===== config.mk =====
export PLATFORM = sky130hd
export DESIGN_NAME = xbank_ctrl
export DESIGN_NICKNAME = d
export VERILOG_FILES = /design/src/rtl/xbank_pkg.sv /design/src/rtl/xbank_io_snoop.sv /design/src/rtl/xbank_rom_pager.sv /design/src/rtl/xbank_ram_pager.sv /design/src/rtl/xbank_ctrl.sv
export SDC_FILE = /design/constraint.sdc
export NUM_CORES = 1
export LEC_CHECK = 0
export BUFFER_PORTS_ARGS = -buffer_cell sky130_fd_sc_hd__buf_2
export CORE_ASPECT_RATIO = 2
export CORE_MARGIN = 4
export CORE_UTILIZATION = 25
export CTS_BUF_LIST = sky130_fd_sc_hd__clkbuf_8
export DETAILED_ROUTE_END_ITERATION = 6
export GPL_ROUTABILITY_DRIVEN = 0
export PLACE_DENSITY = 0.51
export SYNTH_ARGS = -nofsm -noshare
export SYNTH_HDL_FRONTEND = slang
export SYNTH_SLANG_ARGS = --single-unit

===== constraint.sdc =====
create_clock -name clk -period 3.8 [get_ports clk]
set_input_delay 0.19 -clock clk [delete_from_list [all_inputs] [get_ports clk]]
set_output_delay 0.19 -clock clk [all_outputs]
set_load 0.02 [all_outputs]

===== src/rtl/xbank_pkg.sv =====
package xbank_pkg;

    // mode[2] set means a page is mapped in the 0x4000-0x7FFF window
    typedef struct packed {
        logic [2:0] bank;
        logic [2:0] mode;
    } ram_cfg_t;

    typedef struct packed {
        logic       valid;
        logic [7:0] num;
    } rom_st_t;

    typedef struct packed {
        logic strobe;
    } snoop_st_t;

    localparam logic [1:0] BANK_WR_TAG = 2'b11;
    localparam logic [1:0] WINDOW_A15_14 = 2'b01;

endpackage


===== src/rtl/xbank_io_snoop.sv =====
module xbank_io_snoop
    import xbank_pkg::*;
(
    input  logic       clk,
    input  logic       rst_n,
    input  logic       a15,
    input  logic       a13,
    input  logic       iorq_n,
    input  logic       wr_n,
    output logic       wr_rom,
    output logic       wr_ram
);

    snoop_st_t st_d, st_q;
    logic      strobe;
    logic      go;

    always_comb begin
        strobe      = ~iorq_n & ~wr_n;
        st_d        = st_q;
        st_d.strobe = strobe;
        // take the write only in the first sampled cycle of the strobe
        go          = strobe & ~st_q.strobe;
        wr_rom      = go & a15 & ~a13;
        wr_ram      = go & ~a15;
    end

    always_ff @(posedge clk or negedge rst_n) begin
        if (!rst_n) st_q <= '0;
        else        st_q <= st_d;
    end

    AST_ONE_SHOT: assert property (@(posedge clk) disable iff (!rst_n)
        (wr_rom || wr_ram) |=> !(wr_rom || wr_ram));

    AST_READ_QUIET: assert property (@(posedge clk) disable iff (!rst_n)
        wr_n |-> !(wr_rom || wr_ram));

endmodule


===== src/rtl/xbank_rom_pager.sv =====
module xbank_rom_pager
    import xbank_pkg::*;
#(
    parameter int PAGE_W = 5,
    parameter logic [2**PAGE_W-1:0] SERVE_MASK = 32'hFFFF_FF7E
) (
    input  logic              clk,
    input  logic              rst_n,
    input  logic              wr_rom,
    input  logic [7:0]        wr_data,
    input  logic              rom_sel_n,
    output logic [PAGE_W-1:0] flash_hi,
    output logic              flash_ce_n,
    output logic              rom_dis
);

    rom_st_t st_d, st_q;
    logic    in_range;
    logic    served;

    always_comb begin
        st_d = st_q;
        if (wr_rom) begin
            st_d.valid = 1'b1;
            st_d.num   = wr_data;
        end
    end

    always_ff @(posedge clk or negedge rst_n) begin
        if (!rst_n) st_q <= '0;
        else        st_q <= st_d;
    end

    always_comb begin
        in_range   = (st_q.num[7:PAGE_W] == '0);
        served     = st_q.valid & in_range & SERVE_MASK[st_q.num[PAGE_W-1:0]];
        rom_dis    = served & ~rom_sel_n;
        flash_ce_n = ~rom_dis;
        flash_hi   = st_q.num[PAGE_W-1:0];
    end

    AST_ROM_LATCH: assert property (@(posedge clk) disable iff (!rst_n)
        wr_rom |=> (flash_hi == $past(wr_data[PAGE_W-1:0])));

    AST_ROM_HOLD: assert property (@(posedge clk) disable iff (!rst_n)
        !wr_rom |=> $stable(st_q));

    AST_ROMDIS_GATE: assert property (@(posedge clk) disable iff (!rst_n)
        rom_dis |-> (!rom_sel_n && st_q.valid));

    AST_ROM_EXCLUDE: assert property (@(posedge clk) disable iff (!rst_n)
        rom_dis |-> SERVE_MASK[flash_hi]);

endmodule


===== src/rtl/xbank_ram_pager.sv =====
module xbank_ram_pager
    import xbank_pkg::*;
#(
    parameter int RAM_BLOCKS = 8,
    localparam int IDX_W = (RAM_BLOCKS > 1) ? $clog2(RAM_BLOCKS) : 1,
    localparam int HI_W  = IDX_W + 5
) (
    input  logic            clk,
    input  logic            rst_n,
    input  logic            wr_ram,
    input  logic [7:0]      wr_data,
    input  logic [2:0]      wr_port,
    input  logic [1:0]      a15_14,
    input  logic            ram_sel_n,
    output logic [HI_W-1:0] ram_hi,
    output logic            ram_ce_n,
    output logic            ram_dis
);

    typedef struct packed {
        ram_cfg_t [RAM_BLOCKS-1:0] cfg;
    } ram_st_t;

    ram_st_t          st_d, st_q;
    logic [IDX_W-1:0] wr_idx;
    logic [IDX_W-1:0] sel;
    logic             any_map;
    logic             bank_wr;
    ram_cfg_t         sel_cfg;

    generate
        if (RAM_BLOCKS > 1) begin : g_multi
            // highest port (all ones) is block 0
            assign wr_idx = ~wr_port[IDX_W-1:0];
        end else begin : g_single
            logic [2:0] port_unused;
            assign port_unused = wr_port;
            assign wr_idx      = '0;
        end
    endgenerate

    always_comb begin
        bank_wr = wr_ram & (wr_data[7:6] == BANK_WR_TAG);
        st_d    = st_q;
        if (bank_wr) begin
            st_d.cfg[wr_idx] = ram_cfg_t'(wr_data[5:0]);
        end
    end

    always_ff @(posedge clk or negedge rst_n) begin
        if (!rst_n) st_q <= '0;
        else        st_q <= st_d;
    end

    // lowest mapping block index wins
    always_comb begin
        sel     = '0;
        any_map = 1'b0;
        for (int i = RAM_BLOCKS - 1; i >= 0; i--) begin
            if (st_q.cfg[i].mode[2]) begin
                sel     = IDX_W'(i);
                any_map = 1'b1;
            end
        end
        sel_cfg  = st_q.cfg[sel];
        ram_dis  = any_map & ~ram_sel_n & (a15_14 == WINDOW_A15_14);
        ram_ce_n = ~ram_dis;
        ram_hi   = {sel, sel_cfg.bank, sel_cfg.mode[1:0]};
    end

    AST_RAM_IGNORE: assert property (@(posedge clk) disable iff (!rst_n)
        (wr_ram && wr_data[7:6] != BANK_WR_TAG) |=> $stable(st_q));

    AST_RAM_STORE: assert property (@(posedge clk) disable iff (!rst_n)
        bank_wr |=> (st_q.cfg[$past(wr_idx)] == $past(wr_data[5:0])));

    AST_RAMDIS_WINDOW: assert property (@(posedge clk) disable iff (!rst_n)
        ram_dis |-> (a15_14 == WINDOW_A15_14 && !ram_sel_n));

    AST_RAMDIS_MODE: assert property (@(posedge clk) disable iff (!rst_n)
        ram_dis |-> sel_cfg.mode[2]);

endmodule


===== src/rtl/xbank_ctrl.sv =====
module xbank_ctrl
    import xbank_pkg::*;
#(
    parameter int RAM_BLOCKS = 8,
    parameter int ROM_PAGE_W = 5,
    parameter logic [2**ROM_PAGE_W-1:0] ROM_SERVE_MASK = 32'hFFFF_FF7E,
    localparam int RAM_IDX_W = (RAM_BLOCKS > 1) ? $clog2(RAM_BLOCKS) : 1,
    localparam int RAM_HI_W  = RAM_IDX_W + 5
) (
    input  logic                  clk,
    input  logic                  rst_n,
    input  logic [2:0]            cpu_a15_13,
    input  logic [2:0]            cpu_a10_8,
    input  logic [7:0]            cpu_data,
    input  logic                  iorq_n,
    input  logic                  wr_n,
    input  logic                  rom_sel_n,
    input  logic                  ram_sel_n,
    output logic [ROM_PAGE_W-1:0] flash_hi,
    output logic                  flash_ce_n,
    output logic                  rom_dis,
    output logic [RAM_HI_W-1:0]   ram_hi,
    output logic                  ram_ce_n,
    output logic                  ram_dis
);

    logic wr_rom;
    logic wr_ram;

    xbank_io_snoop u_snoop (
        .clk    (clk),
        .rst_n  (rst_n),
        .a15    (cpu_a15_13[2]),
        .a13    (cpu_a15_13[0]),
        .iorq_n (iorq_n),
        .wr_n   (wr_n),
        .wr_rom (wr_rom),
        .wr_ram (wr_ram)
    );

    xbank_rom_pager #(
        .PAGE_W     (ROM_PAGE_W),
        .SERVE_MASK (ROM_SERVE_MASK)
    ) u_rom (
        .clk        (clk),
        .rst_n      (rst_n),
        .wr_rom     (wr_rom),
        .wr_data    (cpu_data),
        .rom_sel_n  (rom_sel_n),
        .flash_hi   (flash_hi),
        .flash_ce_n (flash_ce_n),
        .rom_dis    (rom_dis)
    );

    xbank_ram_pager #(
        .RAM_BLOCKS (RAM_BLOCKS)
    ) u_ram (
        .clk       (clk),
        .rst_n     (rst_n),
        .wr_ram    (wr_ram),
        .wr_data   (cpu_data),
        .wr_port   (cpu_a10_8),
        .a15_14    (cpu_a15_13[2:1]),
        .ram_sel_n (ram_sel_n),
        .ram_hi    (ram_hi),
        .ram_ce_n  (ram_ce_n),
        .ram_dis   (ram_dis)
    );

    AST_NO_DOUBLE_DECODE: assert property (@(posedge clk) disable iff (!rst_n)
        !(wr_rom && wr_ram));

endmodule


==> reports/metrics.yaml, run 1 <==
logic_synthesis:
  ys_seq_area_frac: 0.508
  synth_edf_count: 0
  synthDominantCellAreaShare: 0.508
  synth_cell_types: 39
  ys_async_sr_fraction: 1.00
  yosysTopAreaCell: "dfrtp_1"
  syn_inst: 231
  postSynthAreaPerCell_um2: 12.4
  synth_fp_nets: 251
  syn_area_mm2: 0.00286
  ys_ff_latch: 58
  yosys_warnings: 0
  synth_area_leaders: "dfrtp_1, mux2_2, nor2_1"
  ys.flop_type: "dfrtp_1"
timing:
  setup_tns_ns: 0
  max_clock_freq_mhz: 322
  worst_pin_slew_ns: 0.744
  final.setup_skew_ns: 0.00562
  post-route-period-util: 0.816
  relSlewSlack: 0.504
  rsz0062_at_grt: "no"
  period_needed_ns: 3.10
  timing.final.hold_violations: 15
  slew_viol_final: 0
  hold_slack_ns: -0.0216
  setup_violations: 0
pwr:
  p_switching_mw: 0.490
  share_comb_of_total_power: 0.237
  swShare: 0.313
  power.leakage_nw: 1.67
  ir_worst_vdd_v: 0.000144
  pwr-share-seq: 0.459
  totalPowerFinal_mw: 1.56
  p_clk_frac: 0.304
  p_int_mw: 1.08
  pwr_density_cell_mw_per_mm2: 469
critical_path:
  path_class: "flop to output port"
  ff2ff_path_depth: 5
  worstSetupStartpointType: "flop"
  crit_slowest_cell: "dfrtp_1"
  path_cells: "nor3_1, a2bb2oi_2, buf_4, mux2_1, nor4_1, buf_2"
  critPathRequiredTime_ns: 3.61
  critPathArrivalTime_ns: 2.91
  cpPeakStageDelay_ns: 0.58
  critPathCaptureType: "output port"
  critPathMaxFanout: 11
clock_tree:
  clk_latency_ns: 0.34
  cts_max_level: 3
  cts-root-buf: "clkbuf_8"
  post_cts_resized: 0
  cts_inserted_buffers: 9
  cts_tree: "built"
  clkSinkCount: 58
  path_clk_slew_ns: 0.07
  clock_path_buffers: 2
die:
  start_util: 0.253
  ios: 37
  die-area_mm2: 0.0133
  design.core.area_mm2: 0.0113
  die_w_um: 83.6
  die_y_um: 159
  fp-row-count: 55
detailed_routing:
  route.detailed.drc: 0
  vias_per_cell: 4.73
  vias: 1968
  drtIter0Drc: 116
  firstDrtPassIters: 4
  ant_nets: 0
  wirelength_um: 7580
  wl_per_cell_um: 18.2
placement:
  place_area_mm2: 0.00315
  port-buffer-count: 36
  hpwl_um: 5880
layout:
  antenna_cells: 0
  fillCellCount: 1191
  final_layout_size_suffix_gt1_frac: 0.453
  area_growth_pct: 16.9
  fin_area_mm2: 0.00334
  fin_nets: 289
global_routing:
  grt_max_degree: 59
  antenna_found_initial: 0
  grt_overflow_total: 0
  grt_pass1_vias: 2132
  grt_pass1_wl_um: 11800
  grtUsageTotal: 0.119
outcome:
  violations: "negative hold slack"
  status: "finished, violations left"
job:
  cap_violations: 0
hold_path:
  hp-class: "input pin to async pin"
## sequential cells by signal, indices dropped and copies added (netlist names)
register,cells
u_ram.st_q,48
u_rom.flash_hi,5
u_rom.st_q,4
u_snoop.st_q,1
## stage by stage
| step | setup slack [ns] | util | std cells |
|---|---|---|---|
| 3_5_place_dp | 1.09 | 0.279 | 398 |
| 3_3_place_gp | 1.14 | 0.279 | 398 |
| 2_1_floorplan | 1.38 | - | 231 |
| 4_1_cts | 0.696 | 0.296 | 416 |
| 5_1_grt | 0.600 | 0.296 | 416 |
| 6_report | 0.697 | 0.296 | 416 |
## Yosys cell counts, types with 2 or more instances
cell       number
a211oi_1        6
a21oi_1         7
a2bb2oi_1       5
and4b_1         2
buf_2           6
buf_4           5
clkbuf_1        3
dfrtp_1        58
inv_1           6
mux2_1          4
mux2_2         61
nand2_1         2
nand2b_1        4
nor2_1         23
nor2_2          4
nor2b_1         5
nor3_1          3
nor4_1          6
## logic make-up (layout without fill, tap and decap cells)
logic type / count (synthesis) / count (layout) / share of synthesized area
AOI/OAI and AO/OA: 24 / 24 / 0.0644
DFF: 58 / 58 / 0.508
buffers and inverters: 21 / 64 / 0.0394
and+or+nand+nor: 62 / 62 / 0.128
muxes: 66 / 66 / 0.260
## area by class of cell
cell class	instances	area, um2	area share
Multi-Input combinational cell	152	1290	0.387
Clock buffer	10	138	0.0412
Inverter	6	22.5	0.00675
Tap cell	142	178	0.0532
Timing Repair Buffer	42	230	0.0690
Clock inverter	6	26.3	0.00787
Sequential cell	58	1450	0.435
## power by group through the flow
stage          registers, mW  clock network (mW)  logic (mW)
6_report               0.719               0.475       0.371
5_1_grt                0.724               0.520       0.403
4_1_cts                0.718               0.495       0.379
3_5_place_dp           0.730                   0       0.376
3_3_place_gp           0.728                   0       0.372
2_1_floorplan          0.712                   0       0.268
## path summary, 6_finish.rpt
kind | startpoint | to | slack (ns)
max | u_ram.st_q[2]$_DFFE_PN0P_ | ram_hi[0] | 0.70
min | rst_n | u_ram.st_q[39]$_DFFE_PN0P_ | -0.02
max reg2reg | u_snoop.st_q$_DFF_PN0_ | u_ram.st_q[15]$_DFFE_PN0P_ | 1.72
min reg2reg | u_rom.st_q[8]$_DFFE_PN0P_ | u_rom.st_q[8]$_DFFE_PN0P_ | 0.47
max in group asynchronous | rst_n | u_ram.st_q[40]$_DFFE_PN0P_ | 3.31
min in group clk | cpu_data[7] | u_rom.st_q[7]$_DFFE_PN0P_ | 0.10
## critical path, delay by kind of cell, from the launching register on
kind | cells | cell delay [ns]
and+or+nand+nor | 2 | 0.70
DFF | 1 | 0.58
buffers and inverters | 2 | 0.55
AOI/OAI and AO/OA | 1 | 0.42
muxes | 1 | 0.32
## per-layer routing
layer,global-route usage,up-vias,wire [um]
met5,0,-,0
met4,0.0681,0,279
met3,0.0300,17,234
met1,0.105,998,2520
li1,-,910,-
met2,0.235,43,4550
## cells in the final DEF, fill, tap and decap left out, drive strengths merged
cell type | Yosys | final
o211ai | 1 | 1
mux2i | 1 | 1
o21ai | 1 | 1
nor3b | 1 | 1
clkinv | 0 | 3
a21oi | 7 | 7
nand3b | 1 | 1
mux2 | 65 | 65
o31ai | 1 | 1
buf | 12 | 40
clkbuf | 3 | 10
nor4bb | 1 | 1
and3b | 1 | 1
or2 | 1 | 1
nand3 | 1 | 1
a2111oi | 1 | 1
and4b | 2 | 2
nand2 | 2 | 2
inv | 6 | 9
dfrtp | 58 | 58
dlygate4sd3 | 0 | 2
nor2 | 27 | 27
a221oi | 1 | 1
a211oi | 6 | 6
nand4 | 1 | 1
or4 | 2 | 2
nand4b | 1 | 1
a2bb2oi | 6 | 6
or3 | 1 | 1
nor2b | 5 | 5
and3 | 1 | 1
nand2b | 4 | 4
nor4 | 6 | 6
nor3 | 4 | 4
## what timing repair did
action	in CTS	in global routing
hold endpoints to repair	1	0
hold buffers	2	0
setup buffers	0	0
Power figures use the tool's default switching activity.
==> inputs of run 2 (changes only) <==
Clock period 3.8 ns to 2.92 ns, I/O delays scaled along.
==> run 2 against run 1 <==
Effect of this change: the flow now finishes without violations; clock power up 73%; clock skew down 0.0022 ns; cell count grew 0.72%; wire length fell by 0.62%; total power increased by 43%; sequential power up 29%; utilization grew 0.70 points; first-iteration DRC count is 32% lower; critical path depth stayed put; sequential share of layout area shrank 1.0 points; critical endpoint is now ram_hi[1].
==> reports/metrics.yaml, run 2 (synthesized netlist as in run 1, its figures left out) <==
outcome:
  status: "finished, final reports clean"
layout:
  fin_nets: 292  # +1.0%
  layout.cells.most_common_list: "mux2_2, dfrtp_1, buf_2"
  final_layout_size_suffix_gt1_frac: 0.466  # +0.0131
  regMostFlops: "u_ram.st_q"
  finalNonFillerCells: 419  # +0.72%
  area_growth_pct: 19.6
  fillCellCount: 1177  # -1.2%
  layout_commonest_cell: "mux2_2"
  fin_area_mm2: 0.00342  # +2.4%
  antenna_cells: 0  # unchanged
  largest_reg_flops: 48  # unchanged
pwr:
  ir_worst_vdd_v: 0.000199  # +38%
  power.leakage_nw: 1.70  # +1.8%
  totalPowerFinal_mw: 2.25  # +43%
  p_clk_frac: 0.366  # +0.062
  swShare: 0.294  # -0.0191
  pwr-share-seq: 0.415  # -0.044
  p_switching_mw: 0.660  # +35%
  pwr_density_cell_mw_per_mm2: 657  # +40%
  share_comb_of_total_power: 0.220  # -0.017
  p_int_mw: 1.59  # +47%
critical_path:
  cpPeakStageDelay_ns: 0.65  # +0.07 ns
  crit_slowest_cell: "or4_1"
  cp_top_family: "simple AND/OR/NAND/NOR gates"
  critPathCaptureType: "output port"
  critPathBufInv: 1  # -1
  critPathArrivalTime_ns: 2.62  # -0.29 ns
  worstSetupStartpointType: "flop"
  path_class: "flop to output port"
  crit_start: "u_ram.st_q[2]$_DFFE_PN0P_"
  path_cells: "or4_4, or4_1, nor2_1, mux2_1, nor4_1, buf_2"
  critPathMaxFanout: 11  # unchanged
  critPathRequiredTime_ns: 2.77  # -0.84 ns
  r2r_start: "u_snoop.st_q$_DFF_PN0_"
die:
  design.core.area_mm2: 0.0113  # unchanged
  die_y_um: 159  # unchanged
  die-area_mm2: 0.0133  # unchanged
  start_util: 0.253  # unchanged
  fp-row-count: 55  # unchanged
  ios: 37  # unchanged
  die_w_um: 83.6  # unchanged
detailed_routing:
  wl_met2_um: 4610  # +1.4%
  route.detailed.drc: 0  # unchanged
  wirelength_um: 7530  # -0.62%
  top_layer: "met4"
  vias_per_cell: 4.76  # +0.60%
  dr_wl_met3_um: 189  # -19%
  wl_per_cell_um: 18.0  # -1.3%
  firstDrtPassIters: 4  # unchanged
  ant_nets: 0  # unchanged
  vias: 1994  # +1.3%
  wl_met1_um: 2550  # +1.0%
  drtIter0Drc: 79  # -32%
timing:
  setup_violations: 0  # unchanged
  timing.final.hold_violations: 0  # -15
  period_needed_ns: 2.77
  post-route-period-util: 0.948
  worst_pin_slew_ns: 0.645  # -0.0998 ns
  rsz0062_at_grt: "no"
  relSlewSlack: 0.570  # +0.0665
  max_clock_freq_mhz: 361
  final.setup_skew_ns: 0.00338  # -0.00224 ns
  setup_tns_ns: 0  # unchanged
  slew_viol_final: 0  # unchanged
global_routing:
  grt_pass1_vias: 2131  # -0.047%
  grt_pass1_wl_um: 11900  # +0.12%
  grtUsageTotal: 0.120  # +0.000426
  antenna_found_initial: 0  # unchanged
  grt_max_degree: 30  # -49%
  grt_overflow_total: 0  # unchanged
clock_tree:
  path_clk_slew_ns: 0.07  # about the same
  cts_inserted_buffers: 9  # unchanged
  post_cts_resized: 0  # unchanged
  cts_tree: "built"
  cts-root-buf: "clkbuf_8"
  clkSinkCount: 58  # unchanged
  cts_max_level: 3  # unchanged
  clk_latency_ns: 0.35  # about the same
  clock_path_buffers: 2  # unchanged
placement:
  dp.cells: 400  # +0.50%
  hpwl_um: 5860  # -0.31%
  place_area_mm2: 0.00317  # +0.48%
  port-buffer-count: 36  # unchanged
hold_path:
  hp-class: "input pin to flop"
  hold_path_startpoint: "cpu_data[7]"
job:
  cap_violations: 0  # unchanged
[run 2: routing by layer]
metal | up-vias | global-route usage
met3 | 13 | 0.0280
met5 | - | 0
li1 | 915 | -
met2 | 37 | 0.240
met1 | 1029 | 0.108
met4 | 0 | 0.0549
[run 2: worst reg2reg max path, cell delays in order, from the launching register on]
cell	delay [ns]
dfrtp_1	0.37
nor3_1	0.17
and4b_1	0.35
nand2_1	0.17
nor3b_4	0.46
mux2_2	0.39
[run 2: cell type report]
class,instances,area (um2),area share
Clock inverter,6,80.1,0.0234
Inverter,6,22.5,0.00659
Sequential cell,58,1450,0.425
Multi-Input combinational cell,152,1290,0.378
Tap cell,142,178,0.0520
Timing Repair Buffer,45,255,0.0747
Clock buffer,10,138,0.0403
[run 2: final timing paths]
kind                                              end  slack, ns  depth (start not counted)
min reg2reg                 u_rom.st_q[8]$_DFFE_PN0P_       0.47                          1
max in group asynchronous  u_ram.st_q[14]$_DFFE_PN0P_       1.82                          3
max reg2reg                u_ram.st_q[17]$_DFFE_PN0P_       0.90                          5
min in group asynchronous  u_ram.st_q[37]$_DFFE_PN0P_       0.36                          2
min                         u_rom.st_q[7]$_DFFE_PN0P_       0.05                          2
max                                         ram_hi[1]       0.15                          6
[run 2: power groups by stage]
| stage | logic, mW | clock network (mW) | registers, mW |
|---|---|---|---|
| 5_1_grt | 0.537 | 0.868 | 0.942 |
| 3_5_place_dp | 0.500 | 0 | 0.946 |
| 6_report | 0.493 | 0.821 | 0.931 |
| 3_3_place_gp | 0.494 | 0 | 0.944 |
| 4_1_cts | 0.504 | 0.838 | 0.931 |
| 2_1_floorplan | 0.349 | 0 | 0.926 |
[run 2: what timing repair did]
| action | in CTS | in global routing |
|---|---|---|
| setup endpoints to repair | 0 | 0 |
| buffers inserted | 0 | 0 |
| endpoints found under the hold margin | 28 | 0 |
| hold buffers | 3 | 0 |
[run 2: per-stage QoR]
stage,hold slack (ns),util,setup WS [ns]
2_1_floorplan,-0.150,-,0.540
3_3_place_gp,0.208,0.281,0.562
3_5_place_dp,0.207,0.281,0.497
4_1_cts,0.0352,0.303,0.108
5_1_grt,0.0401,0.303,0.0142
6_report,0.0506,0.303,0.153
